$ cat config.mk
export PLATFORM = sky130hd
export DESIGN_NAME = rsf_unit
export DESIGN_NICKNAME = d
export VERILOG_FILES = /design/src/rtl/rsf_pkg.sv /design/src/rtl/rsf_shifter.sv /design/src/rtl/rsf_flagger.sv /design/src/rtl/rsf_cost.sv /design/src/rtl/rsf_unit.sv
export SDC_FILE = /design/constraint.sdc
export NUM_CORES = 1
export LEC_CHECK = 0
export BUFFER_PORTS_ARGS = -buffer_cell sky130_fd_sc_hd__clkbuf_2
export CORE_MARGIN = 4
export CORE_UTILIZATION = 40
export CTS_BUF_LIST = sky130_fd_sc_hd__clkbuf_16
export DETAILED_ROUTE_END_ITERATION = 6
export PLACE_DENSITY = 0.69
export REMOVE_ABC_BUFFERS = 1
export SKIP_LAST_GASP = 1
export SLEW_MARGIN = 20
export SYNTH_ARGS = -nofsm -noshare
export SYNTH_HDL_FRONTEND = slang
export SYNTH_SLANG_ARGS = --single-unit
$ cat constraint.sdc
create_clock -name clk -period 2.21 [get_ports clk]
set_input_delay 0.442 -clock clk [delete_from_list [all_inputs] [get_ports clk]]
set_output_delay 0.442 -clock clk [all_outputs]
set_load 0.02 [all_outputs]
$ cat src/rtl/rsf_pkg.sv
`timescale 1ns/1ps
package rsf_pkg;

  localparam int OP_W = 3;

  typedef enum logic [OP_W-1:0] {
    OP_RLC = 3'd0,
    OP_RL  = 3'd1,
    OP_SRL = 3'd2,
    OP_RRC = 3'd3
  } rsf_op_e;

  // positions inside the packed output flag byte
  localparam int FZ = 7;
  localparam int FN = 6;
  localparam int FH = 5;
  localparam int FC = 4;

  function automatic logic op_is_legal(input logic [OP_W-1:0] op);
    return op <= OP_W'(OP_RRC);
  endfunction

  function automatic logic op_is_rotate(input logic [OP_W-1:0] op);
    return op_is_legal(op) && (op != OP_W'(OP_SRL));
  endfunction

endpackage

$ cat src/rtl/rsf_shifter.sv
`timescale 1ns/1ps
module rsf_shifter
  import rsf_pkg::*;
#(
  parameter int DATA_W = 8
) (
  input  logic [DATA_W-1:0] operand,
  input  logic              carry_in,
  input  logic [OP_W-1:0]   op,
  output logic [DATA_W-1:0] result,
  output logic              carry_out
);
  localparam int MSB = DATA_W - 1;

  always_comb begin
    result    = operand;
    carry_out = carry_in;
    case (op)
      OP_RLC: begin
        result    = {operand[MSB-1:0], operand[MSB]};
        carry_out = operand[MSB];
      end
      OP_RL: begin
        result    = {operand[MSB-1:0], carry_in};
        carry_out = operand[MSB];
      end
      OP_SRL: begin
        result    = {1'b0, operand[MSB:1]};
        carry_out = operand[0];
      end
      OP_RRC: begin
        result    = {operand[0], operand[MSB:1]};
        carry_out = operand[0];
      end
      default: begin
        result    = operand;
        carry_out = carry_in;
      end
    endcase
  end
endmodule

$ cat src/rtl/rsf_flagger.sv
`timescale 1ns/1ps
module rsf_flagger
  import rsf_pkg::*;
#(
  parameter int DATA_W = 8
) (
  input  logic [DATA_W-1:0] result,
  input  logic              carry_out,
  input  logic [OP_W-1:0]   op,
  input  logic              acc_form,
  input  logic [3:0]        flags_in,
  output logic [7:0]        flags_out
);
  logic legal;
  logic force_z_low;
  logic z_val;

  assign legal       = op_is_legal(op);
  assign force_z_low = op_is_rotate(op) && acc_form;
  assign z_val       = force_z_low ? 1'b0 : (result == '0);

  always_comb begin
    flags_out = '0;
    if (legal) begin
      flags_out[FZ] = z_val;
      flags_out[FN] = 1'b0;
      flags_out[FH] = 1'b0;
      flags_out[FC] = carry_out;
    end else begin
      flags_out[7:4] = flags_in;
    end
  end
endmodule

$ cat src/rtl/rsf_cost.sv
`timescale 1ns/1ps
module rsf_cost
  import rsf_pkg::*;
#(
  parameter int CYC_W      = 4,
  parameter int ACC_CYCLES = 4,
  parameter int REG_CYCLES = 8
) (
  input  logic [OP_W-1:0]  op,
  input  logic             acc_form,
  output logic [CYC_W-1:0] cycles
);
  localparam logic [CYC_W-1:0] SHORT_C = CYC_W'(ACC_CYCLES);
  localparam logic [CYC_W-1:0] LONG_C  = CYC_W'(REG_CYCLES);

  always_comb begin
    if (!op_is_legal(op))
      cycles = SHORT_C;
    else if (op_is_rotate(op) && acc_form)
      cycles = SHORT_C;
    else
      cycles = LONG_C;
  end
endmodule

$ cat src/rtl/rsf_unit.sv
`timescale 1ns/1ps
module rsf_unit
  import rsf_pkg::*;
#(
  parameter int DATA_W     = 8,
  parameter int CYC_W      = 4,
  parameter int ACC_CYCLES = 4,
  parameter int REG_CYCLES = 8
) (
  input  logic              clk,
  input  logic              rst_n,
  input  logic              in_valid,
  output logic              in_ready,
  input  logic [DATA_W-1:0] in_operand,
  input  logic [3:0]        in_flags,
  input  logic [OP_W-1:0]   in_op,
  input  logic              in_acc_form,
  output logic              out_valid,
  input  logic              out_ready,
  output logic [DATA_W-1:0] out_result,
  output logic [7:0]        out_flags,
  output logic              out_illegal,
  output logic [CYC_W-1:0]  out_cycles
);
  localparam int MSB = DATA_W - 1;

  logic [DATA_W-1:0] nx_result;
  logic              nx_carry;
  logic [7:0]        nx_flags;
  logic [CYC_W-1:0]  nx_cycles;
  logic              accept;
  logic              legal;

  rsf_shifter #(.DATA_W(DATA_W)) u_shift (
    .operand   (in_operand),
    .carry_in  (in_flags[0]),
    .op        (in_op),
    .result    (nx_result),
    .carry_out (nx_carry)
  );

  rsf_flagger #(.DATA_W(DATA_W)) u_flag (
    .result    (nx_result),
    .carry_out (nx_carry),
    .op        (in_op),
    .acc_form  (in_acc_form),
    .flags_in  (in_flags),
    .flags_out (nx_flags)
  );

  rsf_cost #(
    .CYC_W      (CYC_W),
    .ACC_CYCLES (ACC_CYCLES),
    .REG_CYCLES (REG_CYCLES)
  ) u_cost (
    .op       (in_op),
    .acc_form (in_acc_form),
    .cycles   (nx_cycles)
  );

  assign legal    = op_is_legal(in_op);
  assign in_ready = !out_valid || out_ready;
  assign accept   = in_valid && in_ready;

  always_ff @(posedge clk) begin
    if (!rst_n) begin
      out_valid   <= 1'b0;
      out_result  <= '0;
      out_flags   <= '0;
      out_illegal <= 1'b0;
      out_cycles  <= '0;
    end else if (accept) begin
      out_valid   <= 1'b1;
      out_result  <= nx_result;
      out_flags   <= nx_flags;
      out_illegal <= !legal;
      out_cycles  <= nx_cycles;
    end else if (out_ready) begin
      out_valid   <= 1'b0;
    end
  end

  AST_RLC_WRAP: assert property (@(posedge clk) disable iff (!rst_n)
    (rst_n && accept && in_op == OP_RLC) |=> (out_result[0] == $past(in_operand[MSB]) && out_flags[FC] == $past(in_operand[MSB])));
  AST_RL_CARRY_IN: assert property (@(posedge clk) disable iff (!rst_n)
    (rst_n && accept && in_op == OP_RL) |=> (out_result[0] == $past(in_flags[0]) && out_flags[FC] == $past(in_operand[MSB])));
  AST_SRL_SHAPE: assert property (@(posedge clk) disable iff (!rst_n)
    (rst_n && accept && in_op == OP_SRL) |=> (out_result[MSB] == 1'b0 && out_flags[FC] == $past(in_operand[0])));
  AST_RRC_WRAP: assert property (@(posedge clk) disable iff (!rst_n)
    (rst_n && accept && in_op == OP_RRC) |=> (out_result[MSB] == $past(in_operand[0]) && out_flags[FC] == $past(in_operand[0])));
  AST_ACC_Z_LOW: assert property (@(posedge clk) disable iff (!rst_n)
    (rst_n && accept && in_acc_form && op_is_rotate(in_op)) |=> !out_flags[FZ]);
  AST_LOW_NIBBLE_ZERO: assert property (@(posedge clk) disable iff (!rst_n)
    out_valid |-> (out_flags[3:0] == 4'h0));
  AST_NH_CLEAR: assert property (@(posedge clk) disable iff (!rst_n)
    (out_valid && !out_illegal) |-> (out_flags[FN] == 1'b0 && out_flags[FH] == 1'b0));
  AST_ILLEGAL_PASS: assert property (@(posedge clk) disable iff (!rst_n)
    (rst_n && accept && !legal) |=> (out_illegal && out_result == $past(in_operand)));
  AST_ACCEPT_TO_VALID: assert property (@(posedge clk) disable iff (!rst_n)
    (rst_n && accept) |=> out_valid);
  AST_HOLD_ON_STALL: assert property (@(posedge clk) disable iff (!rst_n)
    (out_valid && !out_ready) |=> (out_valid && $stable(out_result) && $stable(out_flags) && $stable(out_cycles) && $stable(out_illegal)));
  AST_SHORT_COST: assert property (@(posedge clk) disable iff (!rst_n)
    (rst_n && accept && in_acc_form && op_is_rotate(in_op)) |=> (out_cycles == CYC_W'(ACC_CYCLES)));
endmodule

==> run_results.csv, run 1 <==
group,metric,value,unit
pwr,ir_drop,0.489,mV
sta,fin_crit_sh,77.9,%
layout,finalNonFillerCells,179,
flow_run,cap_violations,0,
pwr,p_per_area,683,mW/mm²
clock_tree,cts-root-buf,"clkbuf_16",
grt,grt_pass1_wl,3710,µm
sta,finalClockSkew,0.00330,ns
yosys,async_flop_share,0,%
clock_tree,cts_tree,"yes",
layout,area_growth,20.5,%
detailed_routing,drc,0,
layout,fin_nets,172,
yosys,netlist.top_cell.by_area,"dfxtp_1",
critical_path,cp_max_fo,15,
hold_path,hold_path_end,"out_illegal",
yosys,postSynthCellCount,119,
pwr,pwr-share-comb,20.7,%
hold_path,hold_path.class,"register to register",
clock_tree,cts_sinks,16,
clock_tree,cts.repair.resized,0,
yosys,avgSynthCellArea,8.52,µm²
sta,tightest_slew,0.842,ns
hold_path,worstHoldStart,"out_illegal",
sta,rsz0062_at_grt,"false",
yosys,yosys-top-cells-count,"nand2_1, dfxtp_1, mux2i_1, a21boi_1, o21ai_1",
sta,hold_violations,0,
detailed_routing,post_drt_wl_per_cell,12.5,µm
floorplanning,die_area,0.00340,mm²
grt,globalRouteTotalUtil,13.6,%
grt,grt_max_degree,20,
pwr,internal_power,0.000612,W
placement,hpwl,1720,µm
floorplanning,fp.dieH,58.3,µm
sta,setup_violations,0,
detailed_routing,drt-initial-drc-count,25,
run_status,status,"complete, no violations",
yosys,synth_cell_types,35,
floorplanning,core_area,0.00232,mm²
yosys,yosysTopAreaCellShare,31.6,%
clock_tree,post_cts_buffers,0,
clock_tree,clock_path_buffers,2,
pwr,p_clk_share,41.4,%
detailed_routing,dr_wl_met2,1040,µm
clock_tree,cts_hold_buf,0,
sta,max-slew-margin-rel,43.6,%
critical_path,crit_arrival,1.88,ns
critical_path,endpoint_kind,"register",
layout,drive_gt1_share,31.8,%
pwr,power_frac_seq,37.9,%
floorplanning,initial_core_util,43.7,%
critical_path,timing.rr.start,"out_valid",
critical_path,reg2reg_depth,4,
detailed_routing,vias_per_cell,4.97,
detailed_routing,topRoutingLayerUsed,"met3",
yosys,ys_warn_count,0,
yosys,synth_seq_cells,16,
critical_path,critPathLaunchType,"input pin",
detailed_routing,vias,889,
clock_tree,h-tree-depth,1,
placement,placed_cells,175,
yosys,synth_flop_cell,"dfxtp_1",
yosys,synthTopCellsByArea,"dfxtp_1, mux2i_1, nand2_1",
grt,grt-ovfl-total,0,
sta,fin_ws,0.489,ns
hold_path,hold_depth,2,
placement,place.gp.congestion,0.807,
placement,pre_cts_slack,0.250,ns
critical_path,crit_type,"input pin to register",
layout,antenna_cells,0,
pwr,swShare,26.7,%
critical_path,rr_endpoint,"out_result[3]",
critical_path,critPathLaunch,"in_op[1]",
detailed_routing,drtAntennaViolNets,0,
sta,drv_slew,0,
pwr,p_leak,0.568,nW
clock_tree,numCtsBuffers,3,
yosys,yosysMostFrequentCell,"nand2_1",
critical_path,ff2ff_setup_slack,0.63,ns
floorplanning,boundaryPins,43,
detailed_routing,wl_met3,169,µm
yosys,synth.cell_area,0.00101,mm²
detailed_routing,dr.pass1.iters,4,
critical_path,critical_path_required,2.37,ns
detailed_routing,routed_wl,2230,µm
sta,fin_crit,1.72,ns
sta,max_freq,0.581,GHz
detailed_routing,wl_met1,1020,µm
floorplanning,die_x,58.3,µm
placement,numPortBuffers,36,
grt,antenna_found_initial,0,
grt,grt_pass1_vias,877,
floorplanning,rows,17,
sta,timing.setup.tns,0,ns
yosys,synth_edf_count,0,
pwr,p_sw,0.000223,W
clock_tree,clkLatencyLatePin,0.24,ns
layout,final_util,52.7,%
clock_tree,clk_pin_slew,0.05,ns
yosys,yosysSeqAreaShare,31.6,%
metrics by stage:
step,instance area (µm²),power [W],hold WS [ns]
2_1_floorplan,920,0.000422,0.529
3_5_place_dp,1140,0.000495,0.451
5_1_grt,1220,0.000881,0.479
3_3_place_gp,1140,0.000491,0.438
6_report,1220,0.000834,0.456
4_1_cts,1220,0.000843,0.454
sequential cells by signal, indices dropped and copies added (netlist names):
name         cells
out_result       8
out_flags        4
out_cycles       2
out_illegal      1
out_valid        1
worst max path at each step:
| stage | to | slack, ns |
|---|---|---|
| global placement | out_flags[7] | 0.30 |
| detailed placement | out_flags[7] | 0.25 |
| CTS | out_flags[7] | 0.49 |
| finish | out_flags[7] | 0.49 |
| global route | out_flags[7] | 0.41 |
| floorplan | out_flags[7] | 0.67 |
area by class of cell:
cell class | count | area, µm²
Inverter | 2 | 7.51
Tap cell | 28 | 35.0
Clock buffer | 3 | 75.1
Multi-Input combinational cell | 92 | 592
Timing Repair Buffer | 37 | 188
Clock inverter | 1 | 3.75
Fill cell | 224 | 1100
Sequential cell | 16 | 320
worst max-delay path: stages:
cell	delay, ns
clkbuf_2	0.32
mux2i_1	0.24
o21ai_0	0.12
or4_4	0.55
o31ai_2	0.21
layer usage:
metal | up-vias | track usage, %
li1 | 461 | -
met1 | 395 | 17.0
met2 | 33 | 23.1
met3 | 0 | 3.73
met4 | 0 | 2.98
met5 | - | 0
placed cells by master (no fill, tap or decap), types with 2 or more instances in the layout:
cell	count
nor2b_1	6
a21boi_1	8
clkbuf_2	36
o21ai_0	2
nand2_1	22
mux2i_1	11
clkbuf_16	3
inv_2	2
nand2b_1	3
nor2_1	3
nor3_1	3
o31ai_2	2
dfxtp_1	16
nor4b_1	2
nor3b_1	2
nand3_1	3
o21ai_1	7
conb_1	6
power by group through the flow:
stage                     Combinational, W  Clock, W  Sequential [W]
after detailed placement          0.000173         0        0.000322
after global routing              0.000192  0.000371        0.000317
after CTS                         0.000175  0.000353        0.000316
after global placement            0.000170         0        0.000321
final                             0.000173  0.000346        0.000316
after floorplan                  0.0000791         0        0.000343
cells by family after synthesis:
logic type,synth area share [%]
and+or+nand+nor,26.1
AOI/OAI and AO/OA,18.1
buffers and inverters,11.9
other,0.370
DFF,31.6
muxes,12.0
No activity file was read; power rests on OpenSTA's default activity.
==> run 2, diff against run 1 <==
Clock period 2.21 ns to 1.75 ns, I/O delays scaled along.
==> run_results.csv, run 2 (synthesized netlist as in run 1, its figures left out) <==
group,metric,value,unit
floorplanning,rows,17,
run_status,status,"complete, no violations",
layout,multi_input_area,592,µm²
critical_path,critPathLaunchType,"register",
layout,antenna_cells,0,
critical_path,cpMaxStageDelayCell,"nor2_1",
layout,largestRegisters,"out_result (8), out_flags (4), out_cycles (2)",
layout,layout_common_cells,"clkbuf_2, nand2_1, dfxtp_1",
grt,antenna_found_initial,0,
critical_path,timing.critical_path.mode_cell,"nor2b_1",
pwr,p_clk_share,40.7,%
detailed_routing,drc,0,
detailed_routing,post_drt_wl_per_cell,12.9,µm
grt,top_usage_layer,"met2",
pwr,power,0.00106,W
sta,timing.setup.tns,0,ns
pwr,p_sw,0.000282,W
clock_tree,cts.repair.resized,0,
pwr,internal_power,0.000778,W
critical_path,crit_chain,"nor2b_1, nor2_1, mux2i_1, nor2b_1",
sta,setup_violations,0,
critical_path,endpoint_kind,"register",
layout,final_common_cell,"clkbuf_2",
layout,largest_register_ffs,8,
critical_path,reg2reg_depth,4,
sta,max_freq,0.642,GHz
pwr,p_leak,0.597,nW
detailed_routing,drtAntennaViolNets,0,
grt,grt_pass1_vias,967,
clock_tree,cts_hold_buf,0,
flow_run,cap_violations,0,
floorplanning,initial_core_util,43.7,%
placement,placed_cells,181,
grt,grt_pass1_wl,4010,µm
pwr,swShare,26.6,%
sta,fin_crit,1.56,ns
hold_path,hold_path_end,"out_flags[6]",
critical_path,rr_endpoint,"out_result[3]",
sta,hold_violations,0,
sta,fin_crit_sh,89.1,%
layout,nFillCells,241,
critical_path,timing.rr.start,"out_valid",
placement,hpwl,1900,µm
layout,largest-register,"out_result",
floorplanning,die_area,0.00340,mm²
clock_tree,clock_path_buffers,2,
hold_path,hold_depth,3,
grt,grtUsageMet1,15.6,%
clock_tree,clk_pin_slew,0.05,ns
sta,tightest_slew,0.884,ns
placement,place.gp.congestion,0.806,
detailed_routing,vias,950,
critical_path,path_delay_family,"simple AND/OR/NAND/NOR gates",
grt,grt-ovfl-total,0,
critical_path,ff2ff_setup_slack,0.19,ns
sta,finalClockSkew,0.00117,ns
grt,globalRouteTotalUtil,14.9,%
placement,numPortBuffers,36,
clock_tree,post_cts_buffers,0,
clock_tree,h-tree-depth,1,
clock_tree,cts_tree,"yes",
layout,finalNonFillerCells,184,
detailed_routing,dr.pass1.iters,5,
clock_tree,cts_sinks,16,
pwr,power_frac_seq,37.6,%
detailed_routing,drt-initial-drc-count,21,
layout,seqCellArea,320,µm²
critical_path,cp_slowest_stage_delay,0.68,ns
grt,use_met3,4.61,%
detailed_routing,routed_wl,2370,µm
sta,drv_slew,0,
layout,drive_gt1_share,34.6,%
placement,pre_cts_slack,-0.0168,ns
grt,grt_max_degree,18,
floorplanning,die_x,58.3,µm
clock_tree,numCtsBuffers,3,
critical_path,cp_max_fo,11,
hold_path,hold_path.class,"input pin to register",
sta,holdWs,0.358,ns
detailed_routing,vias_per_cell,5.16,
layout,fin_nets,178,
critical_path,crit_type,"register to register",
pwr,pwr-share-comb,21.7,%
clock_tree,clkLatencyLatePin,0.24,ns
critical_path,crit_arrival,1.69,ns
floorplanning,fp.dieH,58.3,µm
grt,grtUsageMet2,27.8,%
floorplanning,core_area,0.00232,mm²
hold_path,worstHoldStart,"in_flags[2]",
layout,area_growth,24.6,%
critical_path,critical_path_required,1.89,ns
critical_path,path_buf_inv,0,
pwr,p_per_area,839,mW/mm²
sta,fin_ws,0.191,ns
sta,max-slew-margin-rel,40.9,%
sta,rsz0062_at_grt,"false",
pwr,ir_drop,0.598,mV
floorplanning,boundaryPins,43,
clock_tree,cts-root-buf,"clkbuf_16",
run 2: cell count changes in the layout (fill, tap and decap cells not counted):
cell / change
buf_4: +6
clkinv_1: -1
run 2: final cells by class:
type / instances / share of cell area, %
flip-flops and latches: 16 / 25.4
repair buffers: 43 / 18.4
well taps: 28 / 2.78
clock buffers: 3 / 5.95
multi-input cells: 92 / 46.9
inverters: 2 / 0.595
run 2: layer usage:
layer	vias to the layer above	share of wire [%]
met5	-	0
met4	0	0
met3	0	8.8
met2	46	49
met1	428	42
li1	476	-
run 2: worst max-delay path by stage:
stage	startpoint	end	slack, ns	cells past startpoint
after detailed placement	in_op[2]	out_flags[7]	-0.02	5
after CTS	out_valid	out_flags[5]	0.19	4
after floorplan	out_valid	out_result[7]	0.28	5
after global routing	out_valid	out_flags[5]	0.06	4
final	out_valid	out_result[3]	0.19	4
after global placement	in_op[2]	out_flags[7]	0.07	5
run 2: through the flow:
| stage | util, % | instance area (µm²) |
|---|---|---|
| CTS | 54.5 | 1260 |
| floorplan | - | 920 |
| finish | 54.5 | 1260 |
| global placement | 51.2 | 1190 |
| detailed placement | 51.2 | 1190 |
| global route | 54.5 | 1260 |
run 2: power by group through the flow:
stage / Clock (W) / Sequential [W] / Combinational (W)
after floorplan: 0 / 0.000433 / 0.0000998
after global placement: 0 / 0.000405 / 0.000225
after detailed placement: 0 / 0.000406 / 0.000231
after CTS: 0.000444 / 0.000399 / 0.000232
after global routing: 0.000468 / 0.000401 / 0.000255
final: 0.000432 / 0.000398 / 0.000229
run 2: worst register-to-register path, stage by stage (launching register included):
cell and delay (ns):
dfxtp_1 0.30, nor2b_1 0.16, nor2_1 0.68, mux2i_1 0.26
nor2b_1 0.06
